**config.mk**
```make
export PLATFORM = sky130hd
export DESIGN_NAME = crc_engine
export DESIGN_NICKNAME = d
export VERILOG_FILES = /design/src/rtl/crc_eng_pkg.sv /design/src/rtl/crc_in_cond.sv /design/src/rtl/crc_fold.sv /design/src/rtl/crc_out_cond.sv /design/src/rtl/crc_engine.sv
export SDC_FILE = /design/constraint.sdc
export NUM_CORES = 1
export LEC_CHECK = 0
export ABC_CLOCK_PERIOD_IN_PS = 25900
export BUFFER_PORTS_ARGS = -buffer_cell sky130_fd_sc_hd__buf_4
export CAP_MARGIN = 20
export CORE_MARGIN = 2
export CORE_UTILIZATION = 30
export DETAILED_ROUTE_END_ITERATION = 10
export PLACE_DENSITY = 0.45
export SLEW_MARGIN = 20
export SYNTH_ARGS = -nofsm -noshare
export SYNTH_HDL_FRONTEND = slang
export SYNTH_SLANG_ARGS = --single-unit
```
**constraint.sdc**
```tcl
create_clock -name clk -period 25.9 [get_ports clk]
set_input_delay 5.18 -clock clk [delete_from_list [all_inputs] [get_ports clk]]
set_output_delay 5.18 -clock clk [all_outputs]
set_load 0.1 [all_outputs]
```
**src/rtl/crc_eng_pkg.sv**
```systemverilog
// Shared types for the CRC engine: the mode register layout, the register
// addresses and the polynomial lookup. Assumes all data paths are 32 bits.
package crc_eng_pkg;
    localparam int unsigned WORD_W = 32;
    localparam int unsigned NARROW_W = 16;
    localparam int unsigned CNT_W = $clog2(WORD_W) + 1;

    typedef enum logic [1:0] {
        POLY_CCITT = 2'd0,
        POLY_ARC16 = 2'd1,
        POLY_ETH32 = 2'd2,
        POLY_ETH32B = 2'd3
    } poly_e;

    typedef struct packed {
        logic  out_inv;
        logic  out_rev;
        logic  in_inv;
        logic  in_rev;
        poly_e poly;
    } mode_t;

    typedef enum logic [1:0] {
        REG_MODE = 2'd0,
        REG_SEED = 2'd1,
        REG_DATA = 2'd2,
        REG_NONE = 2'd3
    } reg_e;

    // Generator taps (implicit top bit dropped) for a selector value.
    function automatic logic [WORD_W-1:0] poly_taps(input poly_e p);
        case (p)
            POLY_CCITT: return 32'h0000_1021;
            POLY_ARC16: return 32'h0000_8005;
            default:    return 32'h04C1_1DB7;
        endcase
    endfunction

    // True when the selected polynomial is 32 bits wide.
    function automatic logic poly_wide(input poly_e p);
        return p[1];
    endfunction
endpackage

```
**src/rtl/crc_in_cond.sv**
```systemverilog
// Input conditioning: sizes the incoming word and optionally reverses and/or
// complements it within its size. Output is right-aligned so the first bit to
// fold sits at position nbits-1. Assumes size code 3 behaves as 32 bits.
module crc_in_cond
    import crc_eng_pkg::*;
(
    input  logic [WORD_W-1:0] data,
    input  logic [1:0]        size,
    input  logic              rev,
    input  logic              inv,
    output logic [WORD_W-1:0] word,
    output logic [CNT_W-1:0]  nbits
);
    logic [WORD_W-1:0] mask;
    logic [WORD_W-1:0] r8, r16, r32, picked;

    // Build the three reversed variants of the word.
    always_comb begin
        r8 = '0;
        r16 = '0;
        for (int i = 0; i < 8; i++) r8[i] = data[7-i];
        for (int i = 0; i < 16; i++) r16[i] = data[15-i];
        for (int i = 0; i < 32; i++) r32[i] = data[31-i];
    end

    // Select the width, reversal and complement for this word.
    always_comb begin
        case (size)
            2'd0:    begin mask = 32'h0000_00FF; nbits = CNT_W'(8);  picked = rev ? r8  : data; end
            2'd1:    begin mask = 32'h0000_FFFF; nbits = CNT_W'(16); picked = rev ? r16 : data; end
            default: begin mask = 32'hFFFF_FFFF; nbits = CNT_W'(32); picked = rev ? r32 : data; end
        endcase
        word = (picked ^ (inv ? mask : '0)) & mask;
    end
endmodule

```
**src/rtl/crc_fold.sv**
```systemverilog
// Combinational fold of up to WORD_W bits into a CRC state, most significant
// bit of the sized word first. One generated stage per bit; stages beyond
// nbits pass the state through. Assumes crc_in upper half is zero when narrow.
module crc_fold
    import crc_eng_pkg::*;
(
    input  logic [WORD_W-1:0] crc_in,
    input  logic [WORD_W-1:0] word,
    input  logic [CNT_W-1:0]  nbits,
    input  logic [WORD_W-1:0] taps,
    input  logic              wide,
    output logic [WORD_W-1:0] crc_out
);
    for (genvar gi = 0; gi < WORD_W; gi++) begin : g_stage
        logic [WORD_W-1:0] prev, nxt, q;
        logic [4:0] pos;
        logic fb;
        if (gi == 0) begin : g_first
            assign prev = crc_in;
        end else begin : g_rest
            assign prev = g_stage[gi-1].q;
        end
        // One LFSR shift for the bit at position nbits-1-gi.
        always_comb begin
            pos = 5'(nbits - CNT_W'(gi + 1));
            fb  = (wide ? prev[WORD_W-1] : prev[NARROW_W-1]) ^ word[pos];
            nxt = {prev[WORD_W-2:0], 1'b0} ^ (fb ? taps : '0);
            if (!wide) nxt[WORD_W-1:NARROW_W] = '0;
            q = (CNT_W'(gi) < nbits) ? nxt : prev;
        end
    end
    assign crc_out = g_stage[WORD_W-1].q;
endmodule

```
**src/rtl/crc_out_cond.sv**
```systemverilog
// Output conditioning: optional reversal and complement of the running CRC
// within its active width. Assumes upper bits of crc are zero when narrow.
module crc_out_cond
    import crc_eng_pkg::*;
(
    input  logic [WORD_W-1:0] crc,
    input  logic              wide,
    input  logic              rev,
    input  logic              inv,
    output logic [WORD_W-1:0] sum
);
    logic [WORD_W-1:0] r16, r32, mask;

    // Reverse and complement within 16 or 32 bits.
    always_comb begin
        r16 = '0;
        for (int i = 0; i < 16; i++) r16[i] = crc[15-i];
        for (int i = 0; i < 32; i++) r32[i] = crc[31-i];
        mask = wide ? 32'hFFFF_FFFF : 32'h0000_FFFF;
        sum  = ((rev ? (wide ? r32 : r16) : crc) ^ (inv ? mask : '0)) & mask;
    end
endmodule

```
**src/rtl/crc_engine.sv**
```systemverilog
// CRC engine top: mode, seed and running CRC registers, a processor write
// port and a DMA-style stream. A processor write owns its clock; otherwise
// one stream word is folded per clock. Assumes the stream holds its word
// while s_ready is low.
module crc_engine
    import crc_eng_pkg::*;
(
    input  logic              clk,
    input  logic              rst_n,
    input  logic              cpu_we,
    input  logic [1:0]        cpu_addr,
    input  logic [WORD_W-1:0] cpu_wdata,
    input  logic [1:0]        cpu_size,
    input  logic              s_valid,
    output logic              s_ready,
    input  logic [WORD_W-1:0] s_data,
    input  logic [1:0]        s_size,
    output logic [WORD_W-1:0] crc_sum
);
    mode_t             mode_q, mode_new;
    logic [WORD_W-1:0] seed_q, crc_q, fold_res;
    logic [WORD_W-1:0] src_data, cond_word;
    logic [1:0]        src_size;
    logic [CNT_W-1:0]  cond_bits;
    logic              wide, take_stream;

    assign wide        = poly_wide(mode_q.poly);
    assign s_ready     = !cpu_we;
    assign take_stream = s_valid && s_ready;
    assign mode_new    = mode_t'(cpu_wdata[5:0]);

    // Pick the word to fold: processor data write or stream word.
    always_comb begin
        src_data = cpu_we ? cpu_wdata : s_data;
        src_size = cpu_we ? cpu_size  : s_size;
    end

    crc_in_cond u_in (
        .data(src_data), .size(src_size), .rev(mode_q.in_rev), .inv(mode_q.in_inv),
        .word(cond_word), .nbits(cond_bits)
    );

    crc_fold u_fold (
        .crc_in(crc_q), .word(cond_word), .nbits(cond_bits),
        .taps(poly_taps(mode_q.poly)), .wide(wide), .crc_out(fold_res)
    );

    crc_out_cond u_out (
        .crc(crc_q), .wide(wide), .rev(mode_q.out_rev), .inv(mode_q.out_inv), .sum(crc_sum)
    );

    // Register updates: reset, register writes, then stream folds.
    always_ff @(posedge clk) begin
        if (!rst_n) begin
            mode_q <= '0;
            seed_q <= '0;
            crc_q  <= '0;
        end else if (cpu_we) begin
            case (reg_e'(cpu_addr))
                REG_MODE: begin
                    mode_q <= mode_new;
                    crc_q  <= poly_wide(mode_new.poly) ? seed_q : {16'h0, seed_q[15:0]};
                end
                REG_SEED: begin
                    seed_q <= cpu_wdata;
                    crc_q  <= wide ? cpu_wdata : {16'h0, cpu_wdata[15:0]};
                end
                REG_DATA: crc_q <= fold_res;
                default:  ;
            endcase
        end else if (take_stream) begin
            crc_q <= fold_res;
        end
    end

    // a seed write loads the running CRC, sized to the current width.
    assert_seed_load_R8: assert property (@(posedge clk) disable iff (!rst_n)
        (cpu_we && cpu_addr == 2'd1) |=>
            crc_q == (wide ? $past(cpu_wdata) : {16'h0, $past(cpu_wdata[15:0])}));

    // a mode write reloads the running CRC from the stored seed.
    assert_mode_reload_R9: assert property (@(posedge clk) disable iff (!rst_n)
        (cpu_we && cpu_addr == 2'd0) |=>
            crc_q == (wide ? seed_q : {16'h0, seed_q[15:0]}));

    // narrow polynomials keep the upper sum bits at zero.
    assert_narrow_upper_R10: assert property (@(posedge clk) disable iff (!rst_n)
        !wide |-> crc_sum[31:16] == 16'h0);

    // with no write and no stream word, state holds.
    assert_idle_hold_R4: assert property (@(posedge clk) disable iff (!rst_n)
        (!cpu_we && !s_valid) |=> ($stable(crc_q) && $stable(seed_q) && $stable(mode_q)));

    // a stream word colliding with a processor write leaves the CRC untouched
    // unless the write itself targets a register that changes it.
    assert_collide_no_fold_R11: assert property (@(posedge clk) disable iff (!rst_n)
        (cpu_we && cpu_addr == 2'd3 && s_valid) |=> $stable(crc_q));
endmodule

```
## Yosys cells after proc, flatten, opt, wreduce, memory -nomap -nowiden

Index checks and enable logic that the tools add are counted.

| storage, ports and cells | value |
|---|---|
| flip-flop bits (word level) | 70 |
| latch bits | 0 |
| memory bits (writable) | 0 |
| bits in read-only memories | 0 |
| input bits | 74 |
| output and inout port bits | 33 |
| logic and storage cells | 396 |
| memories | 0 |

| cells by class | value |
|---|---|
| add/sub/neg operators | 32 |
| $mul | 0 |
| divide/modulo/power cells | 0 |
| $lt $le $gt $ge | 64 |
| equal/unequal tests | 5 |
| shifts and indexed selects | 0 |
| mux-type cells | 211 |
| bitwise logic cells | 68 |
| reductions and logical operators | 9 |

Operators with widths:

| cell | number |
|---|---|
| $mux W32 | 45 |
| $xor A32 B32 Y32 | 34 |
| $mux W27 | 32 |
| $mux W16 | 32 |
| $lt A5 B6 Y1 const B | 32 |
| $bmux W1 S5 | 32 |
| $pmux W32 S2 | 2 |
| $lt A5 B6 Y1 const A | 16 |
| $pmux W32 S3 | 1 |
| $sub A5 B5 Y5 const B | 16 |
| $and A32 B32 Y32 | 2 |
| $mux W1 | 64 |
| $pmux W27 S2 | 1 |
| $lt A4 B6 Y1 const A | 8 |
| $sub A5 B4 Y5 const B | 8 |
| $xor A1 B1 Y1 | 32 |
| $lt A3 B6 Y1 const A | 4 |
| $sub A5 B3 Y5 const B | 4 |
| $lt A1 B6 Y1 const A | 2 |
| $lt A2 B6 Y1 const A | 2 |
| $pmux W6 S2 | 1 |
| $sub A5 B1 Y5 const B | 2 |
| $sub A5 B2 Y5 const B | 2 |
| $eq A2 B1 Y1 const B | 3 |
| 8 further kinds | 12 |

## Depth between registers and ports, before layout

Gate-level depths: netlist of run 1.

| logic depth | value |
|---|---|
| depth after elaboration | 201 |
| mapped depth | 64 |

## By module

A second synthesis of run 1 with hierarchy kept.

| second synthesis, totals | value |
|---|---|
| cells, all modules | 6,768 |
| area, all modules | 42,248.0 µm² |

Modules (own cells, without submodules):

| module | times used | cells an instance | area each (µm²) | sequential area each (µm²) |
|---|---|---|---|---|
| crc_fold | 1 | 5,956 | 35,771.8 | 0.0 |
| crc_engine | 1 | 501 | 4,221.5 | 1,401.3 |
| crc_in_cond | 1 | 186 | 1,292.5 | 0.0 |
| crc_out_cond | 1 | 125 | 962.2 | 0.0 |

## Worst setup path after synthesis of run 1

No wires, ideal clock.

| timing path | value |
|---|---|
| kind | input to register |
| start point | input cpu_we |
| end point | register crc_q[16] |
| data arrival time | 19.515 ns |
| slack | 6.252 ns |
| cell stages on the path | 63 |
| cells stage by stage | buf_6 buf_8 buf_6 buf_6 mux2_1 mux2i_1 xnor2_1 nor2_1 a221oi_1 xnor2_1 xnor3_1 o2111a_1 a211o_1 buf_6 a21o_1 a311o_1 and3_1 nor2_2 (+27 left out) nor4_2 nor3_4 mux2i_1 nor3_1 nand3_1 o41a_1 o211ai_2 mux2_4 a21o_1 o2bb2ai_1 and3_4 and2_4 o311ai_2 o211ai_1 buf_4 or3b_1 a41oi_1 a21oi_1 |

| between the ends | value |
|---|---|
| word-level cells in the longest chain between the ends | 170 |
| elaborated cells on any way between the ends | 340 |
| those cells by class | 32 x add/sub; 32 x order compare; 2 x eq/ne; 203 x mux; 66 x bitwise; 5 x reduce/logical |

Ends and longest elaborated chain:

| element | line | text |
|---|---|---|
| start: declaration | crc_engine.sv:10 | `input logic cpu_we,` |
| branches (longest 170 deep; another with $sub A5 B1 Y5) | -- |  |
| end signal: assignment | crc_engine.sv:62 | `crc_q <= poly_wide(mode_new.poly) ? seed_q : {16'h0, seed_q[15:0]};` |
| end signal: assignment | crc_engine.sv:66 | `crc_q <= wide ? cpu_wdata : {16'h0, cpu_wdata[15:0]};` |
| end signal: assignment | crc_engine.sv:68 | `REG_DATA: crc_q <= fold_res;` |
| end: declaration | crc_engine.sv:21 | `logic [WORD_W-1:0] seed_q, crc_q, fold_res;` |

Parallel ways; which one is timed is not known. The select of a mux whose other input is x is not followed.
A chain may end at the register's enable or synchronous reset.

## Worst setup path after layout of run 1

| timing path | value |
|---|---|
| start point | input cpu_we |
| end point | register crc_q[12] |

| between the ends | value |
|---|---|
| word-level cells in the longest chain between the ends | 169 |
| elaborated cells on any way between the ends | 339 |
| those cells by class | 32 x add/sub; 32 x order compare; 2 x eq/ne; 202 x mux; 66 x bitwise; 5 x reduce/logical |

Ends and longest elaborated chain:

| element |
|---|
| branches (longest 169 deep; another with $sub A5 B1 Y5) |

Parallel ways; which one is timed is not known. The select of a mux whose other input is x is not followed.

==> results.json, run 1 <==
{
  "outcome": "completed",
  "grt_antenna_before_repair": 0,
  "hold_class": "reg2reg",
  "synth.top_cells.by_count": "xnor2_1, nand2_1, nor2_1",
  "port_buffers": 106,
  "cts-root-buf": "clkbuf_16",
  "max_freq_ghz": 0.0433,
  "synthAdderAreaFrac_pct": 0.241,
  "layout_setup_ws_ps": 2780,
  "place_hpwl_mm": 58.3,
  "io_pins": 107,
  "synth_top_family_by_area": "compound AO/OA/AOI/OAI gates",
  "track_usage_pct": 27.4,
  "hold_viol": 0,
  "finClkSkew_ps": 9.70,
  "yosysSeqAreaShare_pct": 9.00,
  "drv_cap": 0,
  "yosys.area.top_type": "xnor2_1",
  "cp.required_ps": 26140,
  "setup_tns_ps": 0,
  "tritoncts": "done",
  "async_flop_share_pct": 0,
  "row_count": 83,
  "cp_top_family": "compound AO/OA/AOI/OAI gates",
  "netlist_area_um2": 15600,
  "place_ws_ps": 2840,
  "finalSetupViolCount": 0,
  "worstSetupStartpointType": "input port",
  "rsz0062_at_grt": "no",
  "synthMuxAreaShare_pct": 7.21,
  "numCtsBuffers": 9,
  "fp.dieW_um": 232,
  "crit_slowest_cell": "a221oi_1",
  "die_h_um": 232,
  "viasPerCell": 5.86,
  "critPathArrivalTime_ps": 23360,
  "multi_input_area_um2": 13300,
  "synth.most_common_cell": "xnor2_1",
  "antenna_cells": 0,
  "synth_seq_cells": 70,
  "drive_above_1_share_pct": 11.9,
  "end_kind": "register",
  "core-area_um2": 51300,
  "ys_warn_count": 0,
  "relSlewSlack_pct": 23.2,
  "drc_errors": 0,
  "dp_cells": 2948,
  "drt_wl_total_mm": 75.7,
  "grt_max_degree": 84,
  "antenna_left": 0,
  "slowest_delay_ps": 970,
  "critical_path_class": "in2reg",
  "synth_area_leaders": "xnor2_1, dfxtp_1, nand2_1",
  "cts_setup_buffers": 0,
  "grt_first_pass_wirelength_mm": 110,
  "grt.overflow.total": 0,
  "synth.top_cell.area_share_pct": 17.0,
  "syn_nets": 2370,
  "path_buf_inv": 5,
  "synth_edf_count": 0,
  "syn-mean-instance-area_um2": 6.79,
  "worst-path-max-fanout": 83,
  "seq_area_um2": 1410,
  "clk_path_buf_depth": 2,
  "start_util_pct": 30.4,
  "stdcell_count": 2965,
  "htreeDepth": 3,
  "fin_crit_sh_pct": 89.3,
  "ctsResizeCount": 0,
  "gp_congestion": 0.931,
  "wire_per_inst_um": 25.5,
  "drt_iter0_drc": 1730,
  "nets": 2357,
  "worst_pin_slew_ps": 1150,
  "synth-xor-area-share_pct": 26.9,
  "fin_crit_ps": 23120,
  "drv_slew": 0,
  "synth_ff_type": "dfxtp_1",
  "fillers": 5711,
  "hold-worst-slack_ps": 455,
  "drt_first_pass_iters": 7,
  "route.vias.total": 17381,
  "worstSkewPairLatency_ps": 360,
  "synth_simple_gate_area_share_pct": 23.2,
  "area_growth_pct": 10.5,
  "clock_sinks": 70,
  "die-area_um2": 53800,
  "grt_pass1_vias": 16222,
  "synth_compound_area_share_pct": 27.7,
  "synth_cells": 2293,
  "postCtsHoldBufs": 0,
  "clk_pin_slew_ps": 60,
  "yosys.cell_types.count": 115
}
## sequential cells by signal, summed over array words and instances (netlist names)
register	cells
crc_q	32
mode_q	6
seed_q	32
## worst register-to-register path: cells and delay by family, from the launching register on
kind                      cells  cell delay (ps)
muxes                         6             1900
xor gates and xnor gates     10             2840
and+or+nand+nor              11             2750
AOI/OAI and AO/OA            23             8580
buffers and inverters         5             2090
DFF                           1              310
## cell usage in the layout (no fill, tap or decap), drive strengths merged, types with 20 or more instances in the layout
master  synthesis  final
o211ai         33     33
nand3          78     78
dfxtp          70     70
o22ai          21     21
a31oi          25     25
inv            38     41
a221oi         21     21
mux2           24     24
a21oi         201    201
xor2          120    120
mux2i          74     74
nor3           45     45
xnor2         308    308
nand2         296    296
o21ai         160    160
buf            38    157
a211oi         21     21
nor2          222    222
o21a           20     20
## worst paths after layout
path                   from        end  slack [ps]  cells after the start
setup / recovery     cpu_we  crc_q[12]        2780                     56
hold / removal    seed_q[1]  seed_q[1]         460                      2
setup reg to reg  mode_q[2]  crc_q[12]        7310                     55
hold reg to reg   seed_q[1]  seed_q[1]         460                      2
## per-layer routing
layer	track usage [%]	wire length [um]	share of wire [%]	up-vias
met5	0	0	0	-
met4	9.80	2840	3.8	0
met3	3.47	5210	6.9	105
met2	43.3	33900	45	712
met1	37.9	33800	45	8488
li1	-	-	-	8076
## final cells by class
class / count / area share, %
inverters: 42 / 0.916
clock inverters: 6 / 0.255
well taps: 680 / 4.95
clock buffers: 10 / 1.39
repair buffers: 158 / 6.89
multi-input cells: 1999 / 77.4
flip-flops and latches: 70 / 8.20
## per-stage QoR
stage | utilization, % | instance area, um^2
after floorplan | - | 15600
after global placement | 33.0 | 16900
after CTS | 33.5 | 17200
final | 33.5 | 17200
after global routing | 33.5 | 17200
after detailed placement | 33.0 | 16900
## logic make-up (layout without fill, tap and decap cells)
group,count (synthesis),in the layout
compound gates,657,657
xor+xnor,444,444
fa+ha+maj,3,3
buf+inv,224,216
flops,70,70
mux,102,102
simple gates,793,793
Power of run 1 is left out: the tool's default activity adds up to more than one toggle a clock period on the data nets, which glitch-free logic cannot reach.
==> run 2, diff against run 1 <==
--- a/config.mk
+++ b/config.mk
@@ -7,3 +7,3 @@
 export LEC_CHECK = 0
-export ABC_CLOCK_PERIOD_IN_PS = 25900
+export ABC_CLOCK_PERIOD_IN_PS = 27500
 export BUFFER_PORTS_ARGS = -buffer_cell sky130_fd_sc_hd__buf_4
@@ -11,5 +11,5 @@
 export CORE_MARGIN = 2
-export CORE_UTILIZATION = 30
+export CORE_UTILIZATION = 55
 export DETAILED_ROUTE_END_ITERATION = 10
-export PLACE_DENSITY = 0.45
+export PLACE_DENSITY = 0.74
 export SLEW_MARGIN = 20
==> constraint.sdc (replaced) <==
create_clock -name clk -period 27.5 [get_ports clk]
set_input_delay 5.5 -clock clk [delete_from_list [all_inputs] [get_ports clk]]
set_output_delay 5.5 -clock clk [all_outputs]
set_load 0.02 [all_outputs]
==> run 2 against run 1 <==
Against the previous run:
- count of clock-buffer cells in the layout up 2
- first-iteration DRC count up 63%
- die area down 45%
- via count up 2.9%
- clock skew down 1.6 ps
- final cell count down 11%
- register-to-register slack better by 1000 ps
- core utilization up 27 points
- non-clock buffer count down 11
- setup slack better by 210 ps
- routed wire length down 13%
- final area down 2.4%
- critical path type unchanged
- highest routed layer unchanged
==> results.json, run 2 (synthesis gave the netlist of run 1 again) <==
{
  "outcome": "completed",
  "route.vias.total": 17878,
  "io_pins": 107,
  "grt_antenna_before_repair": 1,
  "cp_top_family": "compound AO/OA/AOI/OAI gates",
  "nets": 2346,
  "numCtsBuffers": 9,
  "cts_setup_buffers": 0,
  "worstSetupStartpointType": "input port",
  "r2r_cells": 55,
  "fin_crit_ps": 24510,
  "critical_path_class": "in2reg",
  "port_buffers": 106,
  "ctsResizeCount": 0,
  "clk_path_buf_depth": 2,
  "core-area_um2": 27900,
  "clk_pin_slew_ps": 60,
  "fp.dieW_um": 172,
  "clock_sinks": 70,
  "die_h_um": 172,
  "grt_max_degree": 77,
  "gp_congestion": 1.02,
  "path_buf_inv": 3,
  "cp.depth": 56,
  "hold_depth": 2,
  "drive_above_1_share_pct": 11.4,
  "hold_class": "reg2reg",
  "end_kind": "register",
  "max_freq_ghz": 0.0408,
  "tritoncts": "done",
  "place_hpwl_mm": 49.3,
  "hold_viol": 0,
  "drt_iter0_drc": 2816,
  "worst-path-max-fanout": 76,
  "cts-root-buf": "clkbuf_16",
  "antenna_left": 0,
  "setup_tns_ps": 0,
  "start_util_pct": 55.9,
  "rsz0062_at_grt": "no",
  "wire_per_inst_um": 24.9,
  "finClkSkew_ps": 8.06,
  "track_usage_pct": 43.8,
  "htreeDepth": 3,
  "finalSetupViolCount": 0,
  "critPathArrivalTime_ps": 24740,
  "drt_first_pass_iters": 7,
  "die-area_um2": 29700,
  "worstSkewPairLatency_ps": 340,
  "crit_slowest_cell": "xnor2_2",
  "postCtsHoldBufs": 0,
  "grt_pass1_vias": 15869,
  "worst_pin_slew_ps": 1220,
  "layout_commonest_cell": "xnor2_1",
  "row_count": 61,
  "cp.required_ps": 27730,
  "relSlewSlack_pct": 18.2,
  "layout_common_cells": "xnor2_1, nand2_1, nor2_1",
  "grt.overflow.total": 0,
  "area_growth_pct": 7.75,
  "slowest_delay_ps": 860,
  "drv_cap": 0,
  "cp_common_cell": "xnor2_1",
  "viasPerCell": 6.74,
  "drt_wl_total_mm": 66.0,
  "drv_slew": 0,
  "top_regs": "crc_q: 32 flops, seed_q: 32 flops, mode_q: 6 flops",
  "drc_errors": 0,
  "fin_crit_sh_pct": 89.1,
  "grt_first_pass_wirelength_mm": 98.0
}
==> run 2: stage by stage <==
step	utilization, %	instances	hold slack, ps	setup WS (ps)	area, um^2
after floorplan	-	2293	432	7530	15600
after CTS	60.2	2651	454	3660	16800
after global placement	59.1	2636	438	3810	16500
after detailed placement	59.1	2636	446	3390	16500
after global routing	60.2	2651	481	2020	16800
final	60.3	2652	456	2990	16800
==> run 2: cell type report <==
| class | instances | area [um^2] |
|---|---|---|
| diodes | 1 | 2.50 |
| clock buffers | 12 | 256 |
| clock inverters | 3 | 67.6 |
| fillers | 2752 | 11100 |
| inverters | 42 | 158 |
| multi-input cells | 1999 | 13300 |
| flip-flops and latches | 70 | 1410 |
| well taps | 378 | 473 |
| repair buffers | 147 | 1100 |
==> run 2: tightest hold or removal path: cells and delay by family, from the launching register on <==
family / cells / cell delay, ps
flip-flops: 1 / 300
AO/OA/AOI/OAI: 1 / 60
AND/OR/NAND/NOR: 1 / 50
==> run 2: metal layers <==
metal / wire, um / track usage [%] / share of wire (%) / up-vias
met5: 0 / 0 / 0 / -
met4: 3790 / 21.3 / 5.7 / 0
met3: 7950 / 7.07 / 12 / 196
met2: 28100 / 66.7 / 43 / 1271
met1: 26200 / 60.0 / 40 / 8343
li1: - / - / - / 8068
==> run 2: path summary, 6_finish.rpt <==
kind,startpoint,endpoint,slack (ps)
worst max-delay path,cpu_we,crc_q[12],2990
worst min register to register,seed_q[7],seed_q[7],460
worst max register to register,mode_q[2],crc_q[12],8360
worst min-delay path,seed_q[7],seed_q[7],460
Power of run 2 is left out for the same reason.
